--- src/rtl/usb_ep_pkg.sv ---
package usb_ep_pkg;
  typedef enum logic {
    EP_DIR_IN  = 1'b0,
    EP_DIR_OUT = 1'b1
  } ep_dir_e;
endpackage

--- src/rtl/ep_buf_ram.sv ---
module ep_buf_ram #(
  parameter int DW    = 8,
  parameter int DEPTH = 64,
  localparam int AW   = $clog2(DEPTH)
) (
  input  logic          clk_i,
  input  logic          we_i,
  input  logic [AW-1:0] waddr_i,
  input  logic [DW-1:0] wdata_i,
  input  logic [AW-1:0] raddr_i,
  output logic [DW-1:0] rdata_o
);
  logic [DW-1:0] mem_q [DEPTH];

  always_ff @(posedge clk_i) begin
    if (we_i) mem_q[waddr_i] <= wdata_i;
  end

  assign rdata_o = mem_q[raddr_i];
endmodule

--- src/rtl/ep_irq.sv ---
module ep_irq #(
  parameter int N = 2
) (
  input  logic         clk_i,
  input  logic         rst_ni,
  input  logic [N-1:0] fall_i,
  input  logic [N-1:0] en_i,
  input  logic [N-1:0] clr_i,
  output logic [N-1:0] flag_o,
  output logic         irq_o
);
  logic [N-1:0] flag_q;

  // set beats clear
  always_ff @(posedge clk_i or negedge rst_ni) begin
    if (!rst_ni) flag_q <= '0;
    else         flag_q <= (fall_i & en_i) | (flag_q & ~clr_i);
  end

  assign flag_o = flag_q;
  assign irq_o  = |(flag_q & en_i);

  for (genvar d = 0; d < N; d++) begin : g_chk
    assert_flag_cause_R12: assert property (@(posedge clk_i) disable iff (!rst_ni)
      $rose(flag_q[d]) |-> $past(fall_i[d] && en_i[d]));
    assert_flag_clear_R13: assert property (@(posedge clk_i) disable iff (!rst_ni)
      (clr_i[d] && !fall_i[d]) |=> !flag_q[d]);
  end
endmodule

--- src/rtl/ep_in_ctl.sv ---
module ep_in_ctl #(
  parameter int DW         = 8,
  parameter int DEPTH      = 64,
  parameter bit DOUBLE_BUF = 1'b1,
  localparam int AW        = $clog2(DEPTH),
  localparam int CW        = $clog2(DEPTH + 1),
  localparam int NBUF      = DOUBLE_BUF ? 2 : 1
) (
  input  logic          clk_i,
  input  logic          rst_ni,
  input  logic          cpu_we_i,
  input  logic [AW-1:0] cpu_addr_i,
  input  logic [DW-1:0] cpu_wdata_i,
  output logic [DW-1:0] cpu_rdata_o,
  input  logic          cpu_cnt_we_i,
  input  logic [CW-1:0] cpu_cnt_wdata_i,
  output logic [CW-1:0] cpu_cnt_o,
  output logic          cpu_busy_o,
  output logic          tx_avail_o,
  output logic [CW-1:0] tx_cnt_o,
  output logic [DW-1:0] tx_data_o,
  input  logic          tx_next_i,
  input  logic          tx_done_i,
  output logic          busy_fall_o
);
  localparam logic STEP = DOUBLE_BUF;

  logic [1:0]          busy_q;
  logic [1:0][CW-1:0]  cnt_q;
  logic                cpu_ptr_q, eng_ptr_q;
  logic [CW-1:0]       rptr_q;
  logic [1:0][DW-1:0]  rd;
  logic [CW-1:0]       cnt_clamp;
  logic                eng_busy, cnt_load, tx_fin, tx_adv;

  for (genvar b = 0; b < 2; b++) begin : g_buf
    if (b < NBUF) begin : g_mem
      ep_buf_ram #(.DW(DW), .DEPTH(DEPTH)) i_ram (
        .clk_i   (clk_i),
        .we_i    (cpu_we_i && !busy_q[b] && (cpu_ptr_q == 1'(b))),
        .waddr_i (cpu_addr_i),
        .wdata_i (cpu_wdata_i),
        .raddr_i (busy_q[b] ? rptr_q[AW-1:0] : cpu_addr_i),
        .rdata_o (rd[b])
      );
    end else begin : g_none
      assign rd[b] = '0;
    end
  end

  assign cpu_busy_o  = busy_q[cpu_ptr_q];
  assign cpu_rdata_o = cpu_busy_o ? '0 : rd[cpu_ptr_q];
  assign cpu_cnt_o   = cnt_q[cpu_ptr_q];
  assign eng_busy    = busy_q[eng_ptr_q];
  assign tx_avail_o  = eng_busy;
  assign tx_cnt_o    = cnt_q[eng_ptr_q];
  assign tx_data_o   = rd[eng_ptr_q];

  assign cnt_clamp   = (cpu_cnt_wdata_i > CW'(DEPTH)) ? CW'(DEPTH) : cpu_cnt_wdata_i;
  assign cnt_load    = cpu_cnt_we_i && !cpu_busy_o;
  assign tx_fin      = tx_done_i && eng_busy && (rptr_q == tx_cnt_o);
  assign tx_adv      = tx_next_i && eng_busy && (rptr_q < tx_cnt_o);
  assign busy_fall_o = tx_fin;

  // cpu side only touches an idle buffer, engine side only a busy one
  always_ff @(posedge clk_i or negedge rst_ni) begin
    if (!rst_ni) begin
      busy_q    <= '0;
      cnt_q     <= '0;
      cpu_ptr_q <= 1'b0;
      eng_ptr_q <= 1'b0;
      rptr_q    <= '0;
    end else begin
      if (cnt_load) begin
        busy_q[cpu_ptr_q] <= 1'b1;
        cnt_q[cpu_ptr_q]  <= cnt_clamp;
        cpu_ptr_q         <= cpu_ptr_q ^ STEP;
      end
      if (tx_fin) begin
        busy_q[eng_ptr_q] <= 1'b0;
        eng_ptr_q         <= eng_ptr_q ^ STEP;
        rptr_q            <= '0;
      end else if (tx_adv) begin
        rptr_q <= rptr_q + CW'(1);
      end
    end
  end

  assert_cnt_bound_R4: assert property (@(posedge clk_i) disable iff (!rst_ni)
    (cnt_q[0] <= CW'(DEPTH)) && (cnt_q[1] <= CW'(DEPTH)));
  assert_busy_cnt_write_R5: assert property (@(posedge clk_i) disable iff (!rst_ni)
    (cpu_cnt_we_i && cpu_busy_o) |=> ($stable(cnt_q) && $stable(cpu_ptr_q)));
  assert_rptr_bound_R6: assert property (@(posedge clk_i) disable iff (!rst_ni)
    tx_avail_o |-> (rptr_q <= tx_cnt_o));
  assert_early_done_R7: assert property (@(posedge clk_i) disable iff (!rst_ni)
    (tx_done_i && tx_avail_o && (rptr_q != tx_cnt_o)) |=> $stable(eng_ptr_q));
endmodule

--- src/rtl/ep_out_ctl.sv ---
module ep_out_ctl #(
  parameter int DW         = 8,
  parameter int DEPTH      = 64,
  parameter bit DOUBLE_BUF = 1'b1,
  localparam int AW        = $clog2(DEPTH),
  localparam int CW        = $clog2(DEPTH + 1),
  localparam int NBUF      = DOUBLE_BUF ? 2 : 1
) (
  input  logic          clk_i,
  input  logic          rst_ni,
  input  logic          cpu_we_i,
  input  logic [AW-1:0] cpu_addr_i,
  input  logic [DW-1:0] cpu_wdata_i,
  output logic [DW-1:0] cpu_rdata_o,
  input  logic          cpu_cnt_we_i,
  output logic [CW-1:0] cpu_cnt_o,
  output logic          cpu_busy_o,
  input  logic          rx_start_i,
  input  logic          rx_valid_i,
  input  logic [DW-1:0] rx_data_i,
  input  logic          rx_end_i,
  output logic          busy_fall_o
);
  localparam logic STEP = DOUBLE_BUF;

  logic [1:0]          busy_q;
  logic [1:0][CW-1:0]  cnt_q;
  logic                cpu_ptr_q, eng_ptr_q;
  logic [CW-1:0]       wptr_q;
  logic [1:0][DW-1:0]  rd;
  logic                eng_busy, rx_wr, rx_fin, release_buf;

  assign eng_busy = busy_q[eng_ptr_q];
  assign rx_wr    = rx_valid_i && eng_busy && (wptr_q < CW'(DEPTH));

  for (genvar b = 0; b < 2; b++) begin : g_buf
    if (b < NBUF) begin : g_mem
      logic we_eng, we_cpu;
      assign we_eng = busy_q[b] && rx_wr && (eng_ptr_q == 1'(b));
      assign we_cpu = !busy_q[b] && cpu_we_i && (cpu_ptr_q == 1'(b));
      ep_buf_ram #(.DW(DW), .DEPTH(DEPTH)) i_ram (
        .clk_i   (clk_i),
        .we_i    (we_eng || we_cpu),
        .waddr_i (busy_q[b] ? wptr_q[AW-1:0] : cpu_addr_i),
        .wdata_i (busy_q[b] ? rx_data_i : cpu_wdata_i),
        .raddr_i (cpu_addr_i),
        .rdata_o (rd[b])
      );
    end else begin : g_none
      assign rd[b] = '0;
    end
  end

  assign cpu_busy_o  = busy_q[cpu_ptr_q];
  assign cpu_rdata_o = cpu_busy_o ? '0 : rd[cpu_ptr_q];
  assign cpu_cnt_o   = cnt_q[cpu_ptr_q];
  assign rx_fin      = rx_end_i && eng_busy && !rx_start_i;
  assign release_buf = cpu_cnt_we_i && !cpu_busy_o;
  assign busy_fall_o = rx_fin;

  always_ff @(posedge clk_i or negedge rst_ni) begin
    if (!rst_ni) begin
      busy_q    <= '0;
      cnt_q     <= '0;
      cpu_ptr_q <= 1'b0;
      eng_ptr_q <= 1'b0;
      wptr_q    <= '0;
    end else begin
      if (release_buf) cpu_ptr_q <= cpu_ptr_q ^ STEP;
      if (rx_start_i) begin
        busy_q[eng_ptr_q] <= 1'b1;
        wptr_q            <= '0;
      end else if (rx_fin) begin
        busy_q[eng_ptr_q] <= 1'b0;
        cnt_q[eng_ptr_q]  <= wptr_q;
        eng_ptr_q         <= eng_ptr_q ^ STEP;
        wptr_q            <= '0;
      end else if (rx_wr) begin
        wptr_q <= wptr_q + CW'(1);
      end
    end
  end

  assert_rx_start_R8: assert property (@(posedge clk_i) disable iff (!rst_ni)
    rx_start_i |=> eng_busy);
  assert_wptr_bound_R9: assert property (@(posedge clk_i) disable iff (!rst_ni)
    wptr_q <= CW'(DEPTH));
  assert_release_cnt_R11: assert property (@(posedge clk_i) disable iff (!rst_ni)
    (cpu_cnt_we_i && !rx_end_i) |=> $stable(cnt_q));
endmodule

--- src/rtl/usb_ep_buf_ctl.sv ---
module usb_ep_buf_ctl
  import usb_ep_pkg::*;
#(
  parameter int DW         = 8,
  parameter int DEPTH      = 64,
  parameter bit DOUBLE_BUF = 1'b1,
  localparam int AW        = $clog2(DEPTH),
  localparam int CW        = $clog2(DEPTH + 1)
) (
  input  logic          clk_i,
  input  logic          rst_ni,
  input  logic          cpu_dir_i,
  input  logic          cpu_we_i,
  input  logic [AW-1:0] cpu_addr_i,
  input  logic [DW-1:0] cpu_wdata_i,
  output logic [DW-1:0] cpu_rdata_o,
  input  logic          cpu_cnt_we_i,
  input  logic [CW-1:0] cpu_cnt_wdata_i,
  output logic [CW-1:0] cpu_cnt_o,
  output logic [1:0]    cpu_busy_o,
  input  logic [1:0]    irq_en_i,
  input  logic [1:0]    irq_clr_i,
  output logic [1:0]    irq_flag_o,
  output logic          irq_o,
  input  logic          rx_start_i,
  input  logic          rx_valid_i,
  input  logic [DW-1:0] rx_data_i,
  input  logic          rx_end_i,
  output logic          tx_avail_o,
  output logic [CW-1:0] tx_cnt_o,
  output logic [DW-1:0] tx_data_o,
  input  logic          tx_next_i,
  input  logic          tx_done_i
);
  logic          sel_out;
  logic [DW-1:0] in_rdata, out_rdata;
  logic [CW-1:0] in_cnt, out_cnt;
  logic          in_busy, out_busy, in_fall, out_fall;

  assign sel_out = (ep_dir_e'(cpu_dir_i) == EP_DIR_OUT);

  ep_in_ctl #(.DW(DW), .DEPTH(DEPTH), .DOUBLE_BUF(DOUBLE_BUF)) i_in (
    .clk_i           (clk_i),
    .rst_ni          (rst_ni),
    .cpu_we_i        (cpu_we_i && !sel_out),
    .cpu_addr_i      (cpu_addr_i),
    .cpu_wdata_i     (cpu_wdata_i),
    .cpu_rdata_o     (in_rdata),
    .cpu_cnt_we_i    (cpu_cnt_we_i && !sel_out),
    .cpu_cnt_wdata_i (cpu_cnt_wdata_i),
    .cpu_cnt_o       (in_cnt),
    .cpu_busy_o      (in_busy),
    .tx_avail_o      (tx_avail_o),
    .tx_cnt_o        (tx_cnt_o),
    .tx_data_o       (tx_data_o),
    .tx_next_i       (tx_next_i),
    .tx_done_i       (tx_done_i),
    .busy_fall_o     (in_fall)
  );

  ep_out_ctl #(.DW(DW), .DEPTH(DEPTH), .DOUBLE_BUF(DOUBLE_BUF)) i_out (
    .clk_i        (clk_i),
    .rst_ni       (rst_ni),
    .cpu_we_i     (cpu_we_i && sel_out),
    .cpu_addr_i   (cpu_addr_i),
    .cpu_wdata_i  (cpu_wdata_i),
    .cpu_rdata_o  (out_rdata),
    .cpu_cnt_we_i (cpu_cnt_we_i && sel_out),
    .cpu_cnt_o    (out_cnt),
    .cpu_busy_o   (out_busy),
    .rx_start_i   (rx_start_i),
    .rx_valid_i   (rx_valid_i),
    .rx_data_i    (rx_data_i),
    .rx_end_i     (rx_end_i),
    .busy_fall_o  (out_fall)
  );

  ep_irq #(.N(2)) i_irq (
    .clk_i  (clk_i),
    .rst_ni (rst_ni),
    .fall_i ({out_fall, in_fall}),
    .en_i   (irq_en_i),
    .clr_i  (irq_clr_i),
    .flag_o (irq_flag_o),
    .irq_o  (irq_o)
  );

  assign cpu_rdata_o = sel_out ? out_rdata : in_rdata;
  assign cpu_cnt_o   = sel_out ? out_cnt : in_cnt;
  assign cpu_busy_o  = {out_busy, in_busy};

  assert_tx_count_R6: assert property (@(posedge clk_i) disable iff (!rst_ni)
    tx_avail_o |-> (tx_cnt_o <= CW'(DEPTH)));
endmodule

--- config.mk ---
export PLATFORM = sky130hd
export DESIGN_NAME = usb_ep_buf_ctl
export DESIGN_NICKNAME = d
export VERILOG_FILES = /design/src/rtl/usb_ep_pkg.sv /design/src/rtl/ep_buf_ram.sv /design/src/rtl/ep_irq.sv /design/src/rtl/ep_in_ctl.sv /design/src/rtl/ep_out_ctl.sv /design/src/rtl/usb_ep_buf_ctl.sv
export SDC_FILE = /design/constraint.sdc
export NUM_CORES = 2
export LEC_CHECK = 0
export ABC_CLOCK_PERIOD_IN_PS = 3000
export CAP_MARGIN = 40
export CORE_MARGIN = 2
export CORE_UTILIZATION = 57
export CTS_CLUSTER_DIAMETER = 60
export DETAILED_ROUTE_END_ITERATION = 12
export HOLD_SLACK_MARGIN = 0.02
export PLACE_DENSITY = 0.85
export RECOVER_POWER = 50
export SLEW_MARGIN = 0
export SYNTH_ARGS = -nofsm -noshare
export SYNTH_HDL_FRONTEND = slang
export SYNTH_HIERARCHICAL = 1
export SYNTH_SLANG_ARGS = --single-unit
--- constraint.sdc ---
create_clock -name clk_i -period 3 [get_ports clk_i]
set_clock_uncertainty 0.15 [all_clocks]
set_input_delay 0.3 -clock clk_i [delete_from_list [all_inputs] [get_ports clk_i]]
set_output_delay 0.3 -clock clk_i [all_outputs]
set_load 0.01 [all_outputs]
# After elaboration in Yosys (flattened, before gate mapping)
# Memories as Yosys holds them, arrays and structs flattened.
# Cells that the tools add are included.
# word_totals
register_bits,52
ram_bits,2048
input_bits,43
output_inout_bits,36
wordCells,150
mem_count,4
# classes
n_addsub,2
magnitude_cmp,10
n_eq_ne,1
mux,60
n_bitwise,16
reduce_logical,44
# mem_list
memory,depth,word_bits,read_ports,rd_ports_with_merged_regs,write_ports,line,rtl
i_in.g_buf[0].g_mem.i_ram.mem_q,64,8,1,0,1,ep_buf_ram.sv:13,logic [DW-1:0] mem_q [DEPTH];
i_in.g_buf[1].g_mem.i_ram.mem_q,64,8,1,0,1,ep_buf_ram.sv:13,
i_out.g_buf[0].g_mem.i_ram.mem_q,64,8,1,0,1,ep_buf_ram.sv:13,
i_out.g_buf[1].g_mem.i_ram.mem_q,64,8,1,0,1,ep_buf_ram.sv:13,
# op_table
op,n
2-to-1 mux 7 bit,15
2-to-1 mux 8 bit,11
logical AND 1 bit,29
bitwise mux 14 bit,2
2-to-1 mux 6 bit,4
2-to-1 mux 1 bit,19
adder 7 x 1 -> 7 bit (second input constant),2
demux 7 bit (select 1 bit),2
AND 2 bit,5
logical NOT 1 bit,8
< comparator 1 x 2 -> 1 bit (second input constant),4
2-to-1 mux 2 bit,4
== test 7 bit,1
greater-than comparator 7 bit (second input constant),1
< comparator 7 bit,1
< comparator 7 bit (second input constant),1
NOT 2 bit,3
bitwise OR 2 bit,3
NOT 1 bit,5
nonzero test 2 bit,2
demux 1 bit (select 1 bit),3
>= comparator 1 bit (second input constant),3
nonzero test 3 bit,1
logical OR 1 bit,2
2 further kinds,2

# Depth between registers and ports, before layout
# logic_depth
word_depth,9
depth_mapped,14
ltp_nobuf,9

# By module
# Netlist, hierarchy kept.
# by_module_without_submodules
module,instances,cells_each,area_each_um2,seq_area_each_um2
ep_buf_ram,4,932,20006.7,15374.7
ep_in_ctl,1,191,1810.5,625.6
ep_out_ctl,1,154,1682.9,625.6
usb_ep_buf_ctl,1,23,270.3,0.0
ep_irq,1,9,83.8,50.0

# Least setup slack after synthesis
# OpenSTA, ideal clock, no wires.
# synth_path
path_type,reg-to-output
from,register i_in.busy_q[1]
to,output port cpu_rdata_o[5]
arrival_time_ns,2.912
t_required_ns,2.550
setup_slack_ns,-0.362
stages_incl_launch_ff,13
n_path_buf,4
path_cell_list,dfrtp_1 > clkbuf_1 > mux2_2 > buf_4 > buf_2 > buf_2 > mux4_2 > mux4_2 > o21ai_1 > o41ai_1 > mux2i_1 > nor2_1 > mux2_2
# synth_lines
item,line,rtl
"start, declared",ep_in_ctl.sv:28,logic [1:0] busy_q;
"start signal, assigned",ep_in_ctl.sv:68,busy_q <= '0;
"start signal, assigned by index",ep_in_ctl.sv:75,busy_q[cpu_ptr_q] <= 1'b1;
"start signal, assigned by index",ep_in_ctl.sv:80,busy_q[eng_ptr_q] <= 1'b0;
"end, declared",usb_ep_buf_ctl.sv:16,"output logic [DW-1:0] cpu_rdata_o,"

==> results.yml <==
run_status:
  outcome: "finished, violations left"
  violations: "max-capacitance violations, max-slew violations, negative setup slack"
logic_synthesis:
  postSynthCellCount: 4105
  syn-num-nets: 4157
  async_flop_share: 0.0248
  synth.top_cell.area_share: 0.733
  ys_seq_elements: 2100
  synth_area_per_cell_um2: 20.4
  synth_common_cells: "edfxtp_1, mux4_2, nor2_1"
  synth_edf_count: 2048
  yosysWarnings: 6
  yosysTopAreaCell: "edfxtp_1"
  yosysSeqAreaShare: 0.749
  synth_cell_types: 58
  synth.most_common_cell: "edfxtp_1"
  ys.flop_type: "edfxtp_1"
  ys_top_cells_by_area: "edfxtp_1, mux4_2, mux2_2"
  netlist_area_mm2: 0.0839
placed_design:
  dp_hpwl_um: 134000
  place_congestion: 0.896
  numPortBuffers: 78
clocking:
  cts_tree: "yes"
  cts_buffers: 199
  root_buffer: "clkbuf_16"
  cts_max_path_buffers: 3
  cts_max_level: 4
  insertion_delay_ps: 880
  clkTransAtPathRegs_ps: 70
  numClockSinks: 2100
sta:
  post-route-period-util: 1.60
  finalMaxSlewViolations: 924
  slew_headroom: -0.913
  finalSetupViolCount: 554
  rsz0062_at_grt: "true"
  timing.final.crit_period_ps: 4800
  final-hold-violation-count: 0
  fmax_mhz: 208
  fin_ws_ps: -1800
  worstMarginPinSlew_ps: 2870
  finalSetupTns_ps: -84450
setup_path:
  crit_path_start_kind: "register"
  worstPathCellList: "buf_4 -> mux2_4 -> buf_4 -> buf_8 -> mux4_2 -> o22ai_1 -> o41ai_4 -> mux2i_1 -> nor2_1 -> mux2_4 -> buf_6"
  reg2reg_depth: 6
  reg2reg_slack_ps: -310
  cp.required_ps: 2550
  path_delay_family: "multiplexers"
  slowest_stage: "o41ai_4"
  crit_buf_inv: 4
  crit_path_end_kind: "output port"
  worstPathMaxFanout: 15
  worst-path-stages: 11
  slowest_delay_ps: 770
  worst-setup-path-type: "reg2out"
  arrival_ps: 4350
worst_hold_path:
  min_path_cells: 2
  hold_class: "in2reg"
cells_and_area:
  fin_util: 0.684
  nets: 4968
  drive_above_1_share: 0.356
  area_growth_pct: 18.9
pwr:
  leakage_nw: 32.8
  powerDensity_mw_per_mm2: 656
  vdd_ir_drop_max_mv: 0.533
drt:
  drc: 0
  via_count: 49500
  wire_per_inst_um: 35.2
  ant_nets: 0
  vias_per_cell: 7.07
  drt_iter0_markers: 8419
  routed_wl_um: 246000
  dr.pass1.iters: 8
die:
  io_pins: 79
  fp.dieArea_mm2: 0.150
  std_cell_rows: 140
  die_x_um: 388
  core_area_mm2: 0.146
  die_h_um: 388
  initial_core_util: 0.575
global_routing:
  grt_usage: 0.313
  grt_start_max_net_pins: 129
  grt_pass1_wl_um: 341000
  grt_pass1_vias: 49100
  grt_overflow: 0
  antenna_found_initial: 15
job:
  maxCapViolations: 10
[layer usage]
| layer | GRT usage | share of wire | vias up |
|---|---|---|---|
| met5 | 0 | 0.00048 | - |
| met4 | 0.145 | 0.068 | 16 |
| met3 | 0.0850 | 0.14 | 1232 |
| met2 | 0.515 | 0.48 | 4948 |
| met1 | 0.392 | 0.31 | 24700 |
| li1 | - | - | 18600 |
[path summary, 6_finish.rpt]
check | from | to
setup / recovery | i_in/rptr_q[0] | cpu_rdata_o[3]
hold / removal | rx_start_i | register
setup reg to reg | register | i_out/g_buf[0].g_mem.i_ram/mem_q[49][1]
hold reg to reg | i_out/cnt_q[8] | i_out/cnt_q[8]
max in group asynchronous | rst_ni | i_in/cpu_ptr_q
min in group asynchronous | rst_ni | async pin
[where the power goes]
group          total, mW  internal [mW]  switching (mW)
registers           33.8           33.6           0.147
logic               6.17           1.97            4.20
clock network       25.5           14.2            11.3
total               65.5           49.8            15.6
[metrics by stage]
step / worst slack, ps / total power, mW / cells / hold slack [ps] / area, um^2
2_1_floorplan: -143 / 37.2 / 4105 / -146 / 84000
3_3_place_gp: -1430 / 39.6 / 6517 / 294 / 91100
3_5_place_dp: -1500 / 39.9 / 6520 / 326 / 91200
4_1_cts: -1590 / 65.0 / 6967 / 23.0 / 99200
5_1_grt: -1770 / 66.7 / 6993 / 100 / 99700
6_report: -1800 / 65.5 / 6999 / 98.5 / 99800
[flip-flops by register name, indices dropped and copies added (netlist names), named ones only]
name and cells:
i_in/g_buf.g_mem.i_ram/mem_q 1024, i_out/g_buf.g_mem.i_ram/mem_q 1024, i_in/cnt_q 14, i_out/cnt_q 14, i_in/rptr_q 7, i_out/wptr_q 7, i_in/busy_q 2, i_irq/flag_o 2
i_in/cpu_ptr_q 1, i_in/eng_ptr_q 1, i_out/cpu_ptr_q 1, i_out/eng_ptr_q 1
[cell usage in the layout, fill, tap and decap left out, drive strengths merged, types with 16 or more instances in the layout]
| master | count |
|---|---|
| dfrtp | 52 |
| nand2b | 35 |
| buf | 728 |
| clkdlybuf4s50 | 38 |
| o22ai | 32 |
| clkinv | 81 |
| a211oi | 16 |
| bufinv | 21 |
| edfxtp | 2048 |
| a21oi | 34 |
| o21ai | 36 |
| o221ai | 32 |
| inv | 28 |
| clkbuf | 278 |
| a221oi | 24 |
| nand2 | 101 |
| mux2 | 150 |
| nor2 | 352 |
| mux2i | 117 |
| nor3 | 30 |
| nand3 | 60 |
| nor2b | 59 |
| dlygate4sd3 | 19 |
| mux4 | 504 |
[logic make-up after synthesis]
family / synth area share
DFF: 0.749
muxes: 0.169
and+or+nand+nor: 0.0382
AOI/OAI and AO/OA: 0.0246
buffers and inverters: 0.0177
adders and majority gates: 0.00134
xor gates and xnor gates: 0.000104
[worst register-to-register path, cell delays in order, from the launching register on]
cell      delay [ps]
dfrtp_1          490
clkbuf_1         630
mux2_2           560
nor2b_1          280
nand4_1          290
nor3_1           300
buf_4            260
[repair_timing]
| item | CTS | global route |
|---|---|---|
| setup endpoints to repair | 26 | 191 |
| pin swaps | 20 | 30 |
| setup buffers | 62 | 26 |
| gates resized for setup | 218 | 100 |
| cloned | 7 | 4 |
| hold buffers | 19 | 0 |
| endpoints found under the hold margin | 305 | 0 |
[final cells by class]
type | count | area [um^2]
Tap cell | 1917 | 2400
Antenna cell | 6 | 15.0
Timing Repair Buffer | 834 | 7380
Multi-Input combinational cell | 1763 | 20600
Inverter | 18 | 67.6
Fill cell | 7895 | 46200
Sequential cell | 2100 | 62800
Clock inverter | 120 | 1260
Clock buffer | 241 | 5220
(Power assumes the default switching activity.)
